**config.mk**
```make
export PLATFORM = sky130hd
export DESIGN_NAME = duart_top
export DESIGN_NICKNAME = d
export VERILOG_FILES = /design/src/rtl/duart_pkg.sv /design/src/rtl/duart_tx.sv /design/src/rtl/duart_rx.sv /design/src/rtl/duart_top.sv
export SDC_FILE = /design/constraint.sdc
export NUM_CORES = 1
export LEC_CHECK = 0
export CORE_ASPECT_RATIO = 1.5
export CORE_UTILIZATION = 54
export CTS_BUF_LIST = sky130_fd_sc_hd__clkbuf_16
export CTS_CLUSTER_DIAMETER = 60
export DETAILED_ROUTE_END_ITERATION = 8
export GPL_TIMING_DRIVEN = 0
export PLACE_DENSITY = 0.78
export SLEW_MARGIN = 30
export SYNTH_ARGS = -nofsm -noshare
export SYNTH_HDL_FRONTEND = slang
export SYNTH_SLANG_ARGS = --single-unit
```
**constraint.sdc**
```tcl
create_clock -name clk -period 2.8 [get_ports clk]
set_input_delay 0.42 -clock clk [delete_from_list [all_inputs] [get_ports clk]]
set_output_delay 0.42 -clock clk [all_outputs]
set_load 0.02 [all_outputs]
```
**src/rtl/duart_pkg.sv**
```systemverilog
package duart_pkg;
  localparam logic [7:0]  OFS_DATA_A = 8'hE0;
  localparam logic [7:0]  OFS_DATA_B = 8'hE4;
  localparam logic [7:0]  OFS_CTRL   = 8'hE8;
  localparam logic [7:0]  DATA_SPACE = 8'h0B;
  localparam logic [31:0] CTRL_RSVD  = 32'hFF00FF00;
  localparam int          CLR_BIT_A  = 7;
  localparam int          CLR_BIT_B  = 23;
  localparam int          NUM_CH     = 2;
  localparam int          BYTE_W     = 8;
endpackage

```
**src/rtl/duart_tx.sv**
```systemverilog
module duart_tx #(
  parameter int unsigned BIT_CYCLES = 8
) (
  input  logic       clk,
  input  logic       rst,
  input  logic       clr,
  input  logic       wr_en,
  input  logic [7:0] wr_byte,
  output logic       tx,
  output logic       shift_empty,
  output logic       hold_empty,
  output logic       done
);
  localparam int CW = (BIT_CYCLES > 2) ? $clog2(BIT_CYCLES) : 1;
  localparam logic [CW-1:0] LAST = CW'(BIT_CYCLES - 1);
  localparam logic [3:0] STOP_IDX = 4'd9;

  logic [9:0]    frame;
  logic [7:0]    hold;
  logic [CW-1:0] cnt;
  logic [3:0]    idx;
  logic          bit_end, frame_end;

  assign bit_end   = (cnt == LAST);
  assign frame_end = !shift_empty && bit_end && (idx == STOP_IDX);

  always_ff @(posedge clk) begin
    if (rst || clr) begin
      frame <= '1; hold <= '0; cnt <= '0; idx <= '0;
      shift_empty <= 1'b1; hold_empty <= 1'b1; tx <= 1'b1; done <= 1'b0;
    end else begin
      done <= 1'b0;
      if (shift_empty) begin
        if (wr_en) begin
          frame <= {1'b1, wr_byte, 1'b0};
          tx <= 1'b0; shift_empty <= 1'b0; cnt <= '0; idx <= '0;
        end
      end else if (!bit_end) begin
        cnt <= cnt + 1'b1;
      end else begin
        cnt <= '0;
        if (idx == STOP_IDX) begin
          if (!hold_empty) begin
            frame <= {1'b1, hold, 1'b0};
            tx <= 1'b0; idx <= '0; hold_empty <= 1'b1;
            if (wr_en) begin
              hold <= wr_byte; hold_empty <= 1'b0;
            end
          end else if (wr_en) begin
            frame <= {1'b1, wr_byte, 1'b0};
            tx <= 1'b0; idx <= '0;
          end else begin
            shift_empty <= 1'b1; tx <= 1'b1; done <= 1'b1;
          end
        end else begin
          frame <= {1'b1, frame[9:1]};
          tx <= frame[1];
          idx <= idx + 1'b1;
        end
      end
      if (wr_en && !shift_empty && !frame_end) begin
        hold <= wr_byte; hold_empty <= 1'b0;
      end
    end
  end

  AST_HOLD_NEEDS_SHIFT: assert property (@(posedge clk) disable iff (rst) !hold_empty |-> !shift_empty);
  AST_IDLE_LINE_HIGH: assert property (@(posedge clk) disable iff (rst) shift_empty |-> tx);
  AST_DONE_EMPTIES: assert property (@(posedge clk) disable iff (rst) done |-> (shift_empty && hold_empty));
endmodule

```
**src/rtl/duart_rx.sv**
```systemverilog
module duart_rx #(
  parameter int unsigned BIT_CYCLES = 8
) (
  input  logic       clk,
  input  logic       rst,
  input  logic       rx,
  output logic [7:0] rx_byte,
  output logic       rx_valid
);
  localparam int CW = (BIT_CYCLES > 2) ? $clog2(BIT_CYCLES) : 1;
  localparam logic [CW-1:0] LAST = CW'(BIT_CYCLES - 1);
  localparam logic [CW-1:0] MID  = CW'(BIT_CYCLES / 2 - 1);

  logic          s1, s2, busy;
  logic [CW-1:0] cnt;
  logic [3:0]    idx;
  logic [7:0]    sh;

  always_ff @(posedge clk) begin
    if (rst) begin
      s1 <= 1'b1; s2 <= 1'b1; busy <= 1'b0; cnt <= '0; idx <= '0;
      sh <= '0; rx_byte <= '0; rx_valid <= 1'b0;
    end else begin
      s1 <= rx; s2 <= s1;
      rx_valid <= 1'b0;
      if (!busy) begin
        if (!s2) begin
          busy <= 1'b1; cnt <= '0; idx <= '0;
        end
      end else if (cnt == ((idx == 4'd0) ? MID : LAST)) begin
        cnt <= '0;
        if (idx == 4'd0) begin
          if (s2) busy <= 1'b0;
          else idx <= 4'd1;
        end else if (idx < 4'd9) begin
          sh <= {s2, sh[7:1]};
          idx <= idx + 1'b1;
        end else begin
          busy <= 1'b0; rx_valid <= 1'b1; rx_byte <= sh;
        end
      end else begin
        cnt <= cnt + 1'b1;
      end
    end
  end

  AST_VALID_ONE_CYCLE: assert property (@(posedge clk) disable iff (rst) rx_valid |=> !rx_valid);
endmodule

```
**src/rtl/duart_top.sv**
```systemverilog
module duart_top
  import duart_pkg::*;
#(
  parameter int unsigned BIT_CYCLES = 8
) (
  input  logic        clk,
  input  logic        rst,
  input  logic        bus_sel,
  input  logic        bus_wr,
  input  logic [7:0]  bus_addr,
  input  logic [7:0]  bus_asi,
  input  logic [31:0] bus_wdata,
  output logic [31:0] bus_rdata,
  output logic        bus_err,
  output logic        par_err,
  input  logic        rx_a,
  input  logic        rx_b,
  output logic        tx_a,
  output logic        tx_b,
  output logic        irq_a,
  output logic        irq_b
);
  logic is_a, is_b, is_ctl, bad_space, acc_err, ctl_wr, par_hit;
  logic [NUM_CH-1:0] wr_ch, rd_ch, clr_ch, tx_done, rx_valid, sh_e, hd_e, dr, tx_line, rx_line;
  logic [BYTE_W-1:0] rx_data [NUM_CH];
  logic [31:0] status;

  assign is_a      = (bus_addr == OFS_DATA_A);
  assign is_b      = (bus_addr == OFS_DATA_B);
  assign is_ctl    = (bus_addr == OFS_CTRL);
  assign bad_space = (is_a || is_b) && (bus_asi != DATA_SPACE);
  assign acc_err   = bus_sel && (bad_space || !(is_a || is_b || is_ctl));
  assign ctl_wr    = bus_sel && bus_wr && is_ctl;
  assign wr_ch     = {bus_sel && bus_wr && is_b && !bad_space, bus_sel && bus_wr && is_a && !bad_space};
  assign rd_ch     = {bus_sel && !bus_wr && is_b && !bad_space, bus_sel && !bus_wr && is_a && !bad_space};
  assign clr_ch    = {ctl_wr && bus_wdata[CLR_BIT_B], ctl_wr && bus_wdata[CLR_BIT_A]};
  assign par_hit   = ((|wr_ch) && (|bus_wdata[31:8])) || (ctl_wr && (|(bus_wdata & CTRL_RSVD)));
  assign rx_line   = {rx_b, rx_a};
  assign tx_a      = tx_line[0];
  assign tx_b      = tx_line[1];
  assign status    = {13'b0, hd_e[1], sh_e[1], dr[1], 13'b0, hd_e[0], sh_e[0], dr[0]};

  for (genvar ch = 0; ch < NUM_CH; ch++) begin : g_ch
    duart_tx #(.BIT_CYCLES(BIT_CYCLES)) i_tx (
      .clk(clk), .rst(rst), .clr(clr_ch[ch]), .wr_en(wr_ch[ch]),
      .wr_byte(bus_wdata[7:0]), .tx(tx_line[ch]), .shift_empty(sh_e[ch]),
      .hold_empty(hd_e[ch]), .done(tx_done[ch]));

    duart_rx #(.BIT_CYCLES(BIT_CYCLES)) i_rx (
      .clk(clk), .rst(rst), .rx(rx_line[ch]),
      .rx_byte(rx_data[ch]), .rx_valid(rx_valid[ch]));

    always_ff @(posedge clk) begin
      if (rst || clr_ch[ch])  dr[ch] <= 1'b0;
      else if (rx_valid[ch])  dr[ch] <= 1'b1;
      else if (rd_ch[ch])     dr[ch] <= 1'b0;
    end

    AST_RD_CLEARS_READY: assert property (@(posedge clk) disable iff (rst)
      (rd_ch[ch] && !rx_valid[ch]) |=> !dr[ch]);
    AST_CLR_EMPTIES: assert property (@(posedge clk) disable iff (rst)
      clr_ch[ch] |=> (sh_e[ch] && hd_e[ch] && !dr[ch]));
  end

  always_ff @(posedge clk) begin
    if (rst) begin
      bus_rdata <= '0; bus_err <= 1'b0; par_err <= 1'b0; irq_a <= 1'b0; irq_b <= 1'b0;
    end else begin
      bus_err <= acc_err;
      par_err <= par_hit;
      irq_a   <= tx_done[0] || rx_valid[0];
      irq_b   <= tx_done[1] || rx_valid[1];
      if (bus_sel && !bus_wr) begin
        if (rd_ch[0])    bus_rdata <= {24'b0, rx_data[0]};
        else if (rd_ch[1]) bus_rdata <= {24'b0, rx_data[1]};
        else if (is_ctl) bus_rdata <= status;
        else             bus_rdata <= '0;
      end
    end
  end

  AST_BAD_SPACE_ERR: assert property (@(posedge clk) disable iff (rst)
    (bus_sel && (is_a || is_b) && (bus_asi != DATA_SPACE)) |=> bus_err);
  AST_RSVD_PAR: assert property (@(posedge clk) disable iff (rst)
    (bus_sel && bus_wr && is_ctl && (|(bus_wdata & CTRL_RSVD))) |=> par_err);
endmodule

```
==> results.ini, run 1 <==
[global_route]
gr-total-overflow=0
first_global_vias=5313
grt_usage_pct=28.4
grt_start_max_net_pins=17
antenna_found_initial=0
grt_pass1_wl_um=24600

[layout]
drive_above_1_share_pct=10.7
final_area_sq_um=7460
instances_no_fill=927
fin_nets=839
area_growth_pct=26.6
n_antenna_cell=0

[timing]
hold_viol_final=0
tightest_slew_ps=953
period_share_pct=94.9
max_freq_mhz=376
layout_min_cycle_time_ps=2660
slew_violations=0
finClkSkew_ps=5.87
maxSlewHeadroom_pct=36.1
hold_slack_ps=408
setup_viol=0
rsz0062_at_grt=false

[synthesis]
yosysWarnings=0
synthAdderAreaFrac_pct=3.19
synthFlopType=dfxtp_1
muxShareOfSynthArea_pct=8.96
synth-simple-area-share_pct=22.5
ys_seq_area_share_pct=43.2
synth_edf_count=0
async_flop_share_pct=0
synth_top_area_cell=dfxtp_1
synth_most_common_cell=dfxtp_1
post_synth_inst_count=662
synth_compound_area_share_pct=15.4
ys_ff_latch=127
synth_top_family_by_area=simple AND/OR/NAND/NOR gates
synthDistinctLibCells=57
syn_avg_cell_area_sq_um=8.90
yosysTopAreaCellShare_pct=43.2
yosys-top-cells-count=dfxtp_1, nor2_1, a21oi_1
syn_area_sq_um=5890
synth-xor-area-share_pct=0.595
yosys-top-cells-area=dfxtp_1, mux2i_1, nor2_1

[clocking]
clkSinkCount=127
cts_setup_buffers=0
hold_buffers=0
cts_root_buf=clkbuf_16
cts_tree=done
h-tree-depth=4
numCtsBuffers=17
ctsResizeCount=0
ctsLongestPathBuffers=2
clk_latency_ps=420
cts.clk_slew.worst_paths_ps=60

[worst_setup_path]
worst_setup_path_end_kind=flip-flop
arrival_ps=2960
worstRegToRegCells=8
max_stage_delay_ps=590
worst_path_max_delay_cell=nor4_4
critical_path_class=primary input to flip-flop
cp_cell_sequence=clkdlybuf4s50_1 > or4b_1 > buf_2 > nor4_4 > and2_4 > o22ai_2 > a221o_1
cp.required_ps=3100
worst-path-buf-inv=2
worst-path-stages=7
cp_max_fo=9
path_delay_family=simple AND/OR/NAND/NOR gates
rrSetupSlack_ps=200
cp-start-kind=primary input

[floorplan]
num_rows=46
die_y_um=130
dieArea_sq_um=11300
fp.dieW_um=87.3
core_sq_um=10600
pin_count=92
start_util_pct=55.6

[job]
maxCapViolCount=0

[pwr]
seqPwrFrac_pct=41.7
power_density_nw_per_um2=586
p_clk_share_pct=52.8
internal-power_mw=3.41
peakVddDrop_v=0.000500
p_comb_share_pct=5.5
power.total_mw=4.37
power.leakage_nw=2.87
p_switching_mw=0.956
switching_share_pct=21.9

[worst_hold_path]
hold_path_depth=1
min_path_type=flip-flop to flip-flop

[placed_design]
numPortBuffers=69
place_inst=895
gp_congestion=0.879
place_area_sq_um=6840
dpl.hpwl_um=11200

[route]
drc_errors=0
drtAntennaViolNets=0
routed_wl_um=15500
vias=5440
drtPass1Iterations=5
via_per_inst=5.87
drt-initial-drc-count=272
detail_route.wl_per_cell_um=16.7

[outcome]
status=completed

through the flow:
step,util (%),TNS [ps],worst slack (ps)
2_1_floorplan,-,0,517
3_3_place_gp,64.6,-8250,-238
3_5_place_dp,64.6,-8810,-231
4_1_cts,70.4,0,194
5_1_grt,70.5,0,63.0
6_report,70.5,0,143
placed cells by master, fill, tap and decap left out, types with 12 or more instances in the layout:
master / n
dfxtp_1: 127
nor2_1: 84
clkdlybuf4s50_1: 69
a21oi_1: 48
mux2i_1: 46
nand2_1: 35
nand3_1: 33
clkbuf_1: 27
o21ai_0: 21
buf_4: 21
conb_1: 21
nand2b_1: 17
clkbuf_16: 17
a31oi_1: 15
ha_1: 15
inv_1: 13
a221o_1: 13
nor3_1: 12
layer usage:
| metal | share of wire (%) | vias up | global-route usage, % | wire (um) |
|---|---|---|---|---|
| met5 | 0 | - | 0 | 0 |
| met4 | 4.8 | 0 | 19.2 | 748 |
| met3 | 5.3 | 68 | 7.08 | 816 |
| met2 | 53 | 196 | 51.9 | 8170 |
| met1 | 37 | 2606 | 27.6 | 5750 |
| li1 | - | 2570 | - | - |
final cells by class:
class,instances,area (sq um)
Tap cell,144,180
Sequential cell,127,2540
Multi-Input combinational cell,483,3070
Timing Repair Buffer,69,691
Inverter,13,48.8
Clock inverter,15,193
Fill cell,852,3130
Buffer,59,312
Clock buffer,17,425
path summary, 6_finish.rpt:
path | start | endpoint
hold reg to reg | g_ch[1].i_rx.s1 | g_ch[1].i_rx.s2
setup reg to reg | g_ch[1].i_tx.idx[1] | g_ch[1].i_tx.hold[0]
hold / removal | g_ch[1].i_rx.s1 | g_ch[1].i_rx.s2
setup / recovery | bus_addr[1] | g_ch[0].i_tx.frame[3]
power groups by stage:
stage | sequential [mW] | clock (mW) | combinational (mW)
2_1_floorplan | 1.86 | 0 | 0.122
3_3_place_gp | 1.86 | 0 | 0.232
3_5_place_dp | 1.86 | 0 | 0.237
4_1_cts | 1.82 | 2.32 | 0.238
5_1_grt | 1.82 | 2.42 | 0.258
6_report | 1.82 | 2.31 | 0.241
cells by family (layout without fill, tap and decap cells):
kind of cell	Yosys count	after routing
compound gates	137	137
simple gates	254	254
xor+xnor	4	4
mux	52	52
flops	127	127
fa+ha+maj	15	15
other cells	1	21
buf+inv	72	173
registers in the layout, indices dropped and copies added (netlist names), 6 cells and up:
name and flops:
g_ch.i_rx.sh 16, g_ch.i_tx.cnt 6, g_ch.i_rx.cnt 6, g_ch.i_rx.idx 8
bus_rdata 11, g_ch.i_tx.frame 18, g_ch.i_tx.idx 8, g_ch.i_tx.hold 16
g_ch.i_rx.rx_byte 16
(Power assumes the default switching activity.)
==> inputs of run 2 (changes only) <==
--- a/config.mk
+++ b/config.mk
@@ -5,12 +5,14 @@
 export SDC_FILE = /design/constraint.sdc
 export NUM_CORES = 1
 export LEC_CHECK = 0
+export CAP_MARGIN = 20
 export CORE_ASPECT_RATIO = 1.5
 export CORE_UTILIZATION = 54
 export CTS_BUF_LIST = sky130_fd_sc_hd__clkbuf_16
 export CTS_CLUSTER_DIAMETER = 60
 export DETAILED_ROUTE_END_ITERATION = 8
 export GPL_TIMING_DRIVEN = 0
+export HOLD_SLACK_MARGIN = 0.1
 export PLACE_DENSITY = 0.78
 export SLEW_MARGIN = 30
 export SYNTH_ARGS = -nofsm -noshare
==> results of run 2 <==
Final layout, timing and power as in run 1 (identical DEF).
==> inputs of run 3 (changes only) <==
--- a/config.mk
+++ b/config.mk
@@ -14,6 +14,7 @@
 export GPL_TIMING_DRIVEN = 0
 export HOLD_SLACK_MARGIN = 0.1
 export PLACE_DENSITY = 0.78
+export RECOVER_POWER = 50
 export SLEW_MARGIN = 30
 export SYNTH_ARGS = -nofsm -noshare
 export SYNTH_HDL_FRONTEND = slang
==> run 3 against run 2 <==
Against the previous run: first-iteration DRC count is 13% lower; sequential share of layout area is essentially flat; maximum frequency decreased by 1.9%; wire length rose by 0.27%; utilization barely moved; largest cell class unchanged; highest routed layer unchanged.
==> results.ini, run 3 (synthesis results as in run 1) <==
[layout]
final_cell_mix=dfxtp_1, nor2_1, clkdlybuf4s50_1, a21oi_1, mux2i_1
fin_util_pct=70.4  ; about the same
nFillCells=855  ; +0.35%
largest_register_ffs=18  ; unchanged
final_common_cell=dfxtp_1
area_growth_pct=26.5  ; about the same
drive_above_1_share_pct=10.5  ; -0.26 points
largest_register=g_ch.i_tx.frame
n_antenna_cell=0  ; unchanged
fin_nets=839  ; unchanged

[timing]
setup_viol=0  ; unchanged
max_freq_mhz=369  ; -1.9%
hold_viol_final=0  ; unchanged
rsz0062_at_grt=false
period_share_pct=96.7  ; +1.8 points
slew_violations=0  ; unchanged
maxSlewHeadroom_pct=35.4  ; -0.72 points
worst_slack_ps=92.2  ; -50.9 ps
layout_min_cycle_time_ps=2710  ; +50.9 ps
tightest_slew_ps=964  ; +10.7 ps
finClkSkew_ps=5.88  ; +0.0130 ps

[worst_setup_path]
cp.required_ps=3100  ; about the same
cp_max_fo=9  ; unchanged
worst_path_max_delay_cell=nor4_4
max_stage_delay_ps=620  ; +30 ps
path_delay_family=simple AND/OR/NAND/NOR gates
worst-path-buf-inv=2  ; unchanged
critical_path_class=primary input to flip-flop
cp_cell_sequence=clkdlybuf4s50_1 > or4b_1 > clkbuf_1 > nor4_4 > and2_4 > o22ai_2 > a221o_1
worst_setup_path_end_kind=flip-flop
cp-start-kind=primary input
arrival_ps=3010  ; +50 ps

[global_route]
first_global_vias=5313  ; unchanged
grt_busiest_layer=met2
grtUsageMet3_pct=7.08  ; unchanged
grt_start_max_net_pins=17  ; unchanged
gr-total-overflow=0  ; unchanged
use_met1_pct=27.6  ; unchanged
antenna_found_initial=0  ; unchanged
grt_usage_pct=28.4  ; unchanged
use_met2_pct=51.9  ; unchanged
grt_pass1_wl_um=24600  ; unchanged

[clocking]
cts_setup_buffers=0  ; unchanged
cts_root_buf=clkbuf_16
clkSinkCount=127  ; unchanged
h-tree-depth=4  ; unchanged
ctsLongestPathBuffers=2  ; unchanged
ctsResizeCount=0  ; unchanged
clk_latency_ps=420  ; about the same
cts.clk_slew.worst_paths_ps=60  ; about the same
numCtsBuffers=17  ; unchanged
hold_buffers=0  ; unchanged
cts_tree=done

[placed_design]
numPortBuffers=69  ; unchanged
gp_congestion=0.879  ; unchanged
place_ws_ps=-231  ; unchanged
dpl.hpwl_um=11200  ; unchanged

[pwr]
power.leakage_nw=2.92  ; +1.5%
power_density_nw_per_um2=586  ; about the same
peakVddDrop_v=0.000500  ; about the same

[route]
detail_route.wl_per_cell_um=16.8  ; +0.27%
routed_wl_um=15500  ; +0.27%
drt-initial-drc-count=237  ; -13%
drtPass1Iterations=6  ; +1
drtAntennaViolNets=0  ; unchanged
vias=5414  ; -0.48%
drc_errors=0  ; unchanged
via_per_inst=5.84  ; -0.48%

[floorplan]
pin_count=92  ; unchanged
start_util_pct=55.6  ; unchanged
core_sq_um=10600  ; unchanged
num_rows=46  ; unchanged
dieArea_sq_um=11300  ; unchanged
die_y_um=130  ; unchanged
fp.dieW_um=87.3  ; unchanged

[worst_hold_path]
min_path_type=flip-flop to flip-flop

[outcome]
status=completed

[job]
maxCapViolCount=0  ; unchanged

## run 3: cell types whose count changed in the layout (fill, tap and decap cells not counted)
cell,previous run,this run
or4_4,1,0
buf_2,9,8
clkbuf_1,27,30
dlygate4sd3_1,0,17
buf_1,2,0
or4_1,1,2
clkdlybuf4s50_1,69,52
## run 3: stage by stage
stage / instance area, sq um / hold slack, ps / instances / TNS (ps) / power [mW]
floorplan: 5970 / 389 / 682 / 0 / 1.98
global placement: 6840 / 393 / 895 / -8250 / 2.09
CTS: 7460 / 411 / 927 / 0 / 4.38
finish: 7460 / 408 / 927 / 0 / 4.37
global route: 7460 / 431 / 927 / 0 / 4.49
detailed placement: 6840 / 397 / 895 / -8810 / 2.10
## run 3: power breakdown
part	total, mW	leakage (nW)	switching (mW)	internal (mW)
Clock	2.31	0.300	0.826	1.48
Combinational	0.240	1.59	0.125	0.115
Sequential	1.82	1.03	0.00556	1.81
Total	4.37	2.92	0.957	3.41
## run 3: final cells by class
class | instances | area [sq um] | share of cell area (%)
multi-input combinational | 483 | 3070 | 41.1
clock inverter | 15 | 193 | 2.58
buffer | 59 | 310 | 4.16
clock buffer | 17 | 425 | 5.71
tap | 144 | 180 | 2.42
timing repair buffer | 69 | 691 | 9.26
inverter | 13 | 48.8 | 0.654
sequential | 127 | 2540 | 34.1
## run 3: final timing paths
kind / endpoint / slack [ps] / cells after the start / start
min: g_ch[1].i_rx.s2 / 410 / 1 / g_ch[1].i_rx.s1
max reg2reg: g_ch[1].i_tx.hold[0] / 170 / 8 / g_ch[1].i_tx.idx[1]
min reg2reg: g_ch[1].i_rx.s2 / 410 / 1 / g_ch[1].i_rx.s1
max: g_ch[0].i_tx.frame[3] / 90 / 7 / bus_addr[1]
## run 3: metal layers
layer | routed length [um] | up-vias
li1 | - | 2568
met1 | 5750 | 2574
met2 | 8190 | 207
met3 | 826 | 65
met4 | 752 | 0
met5 | 0 | -
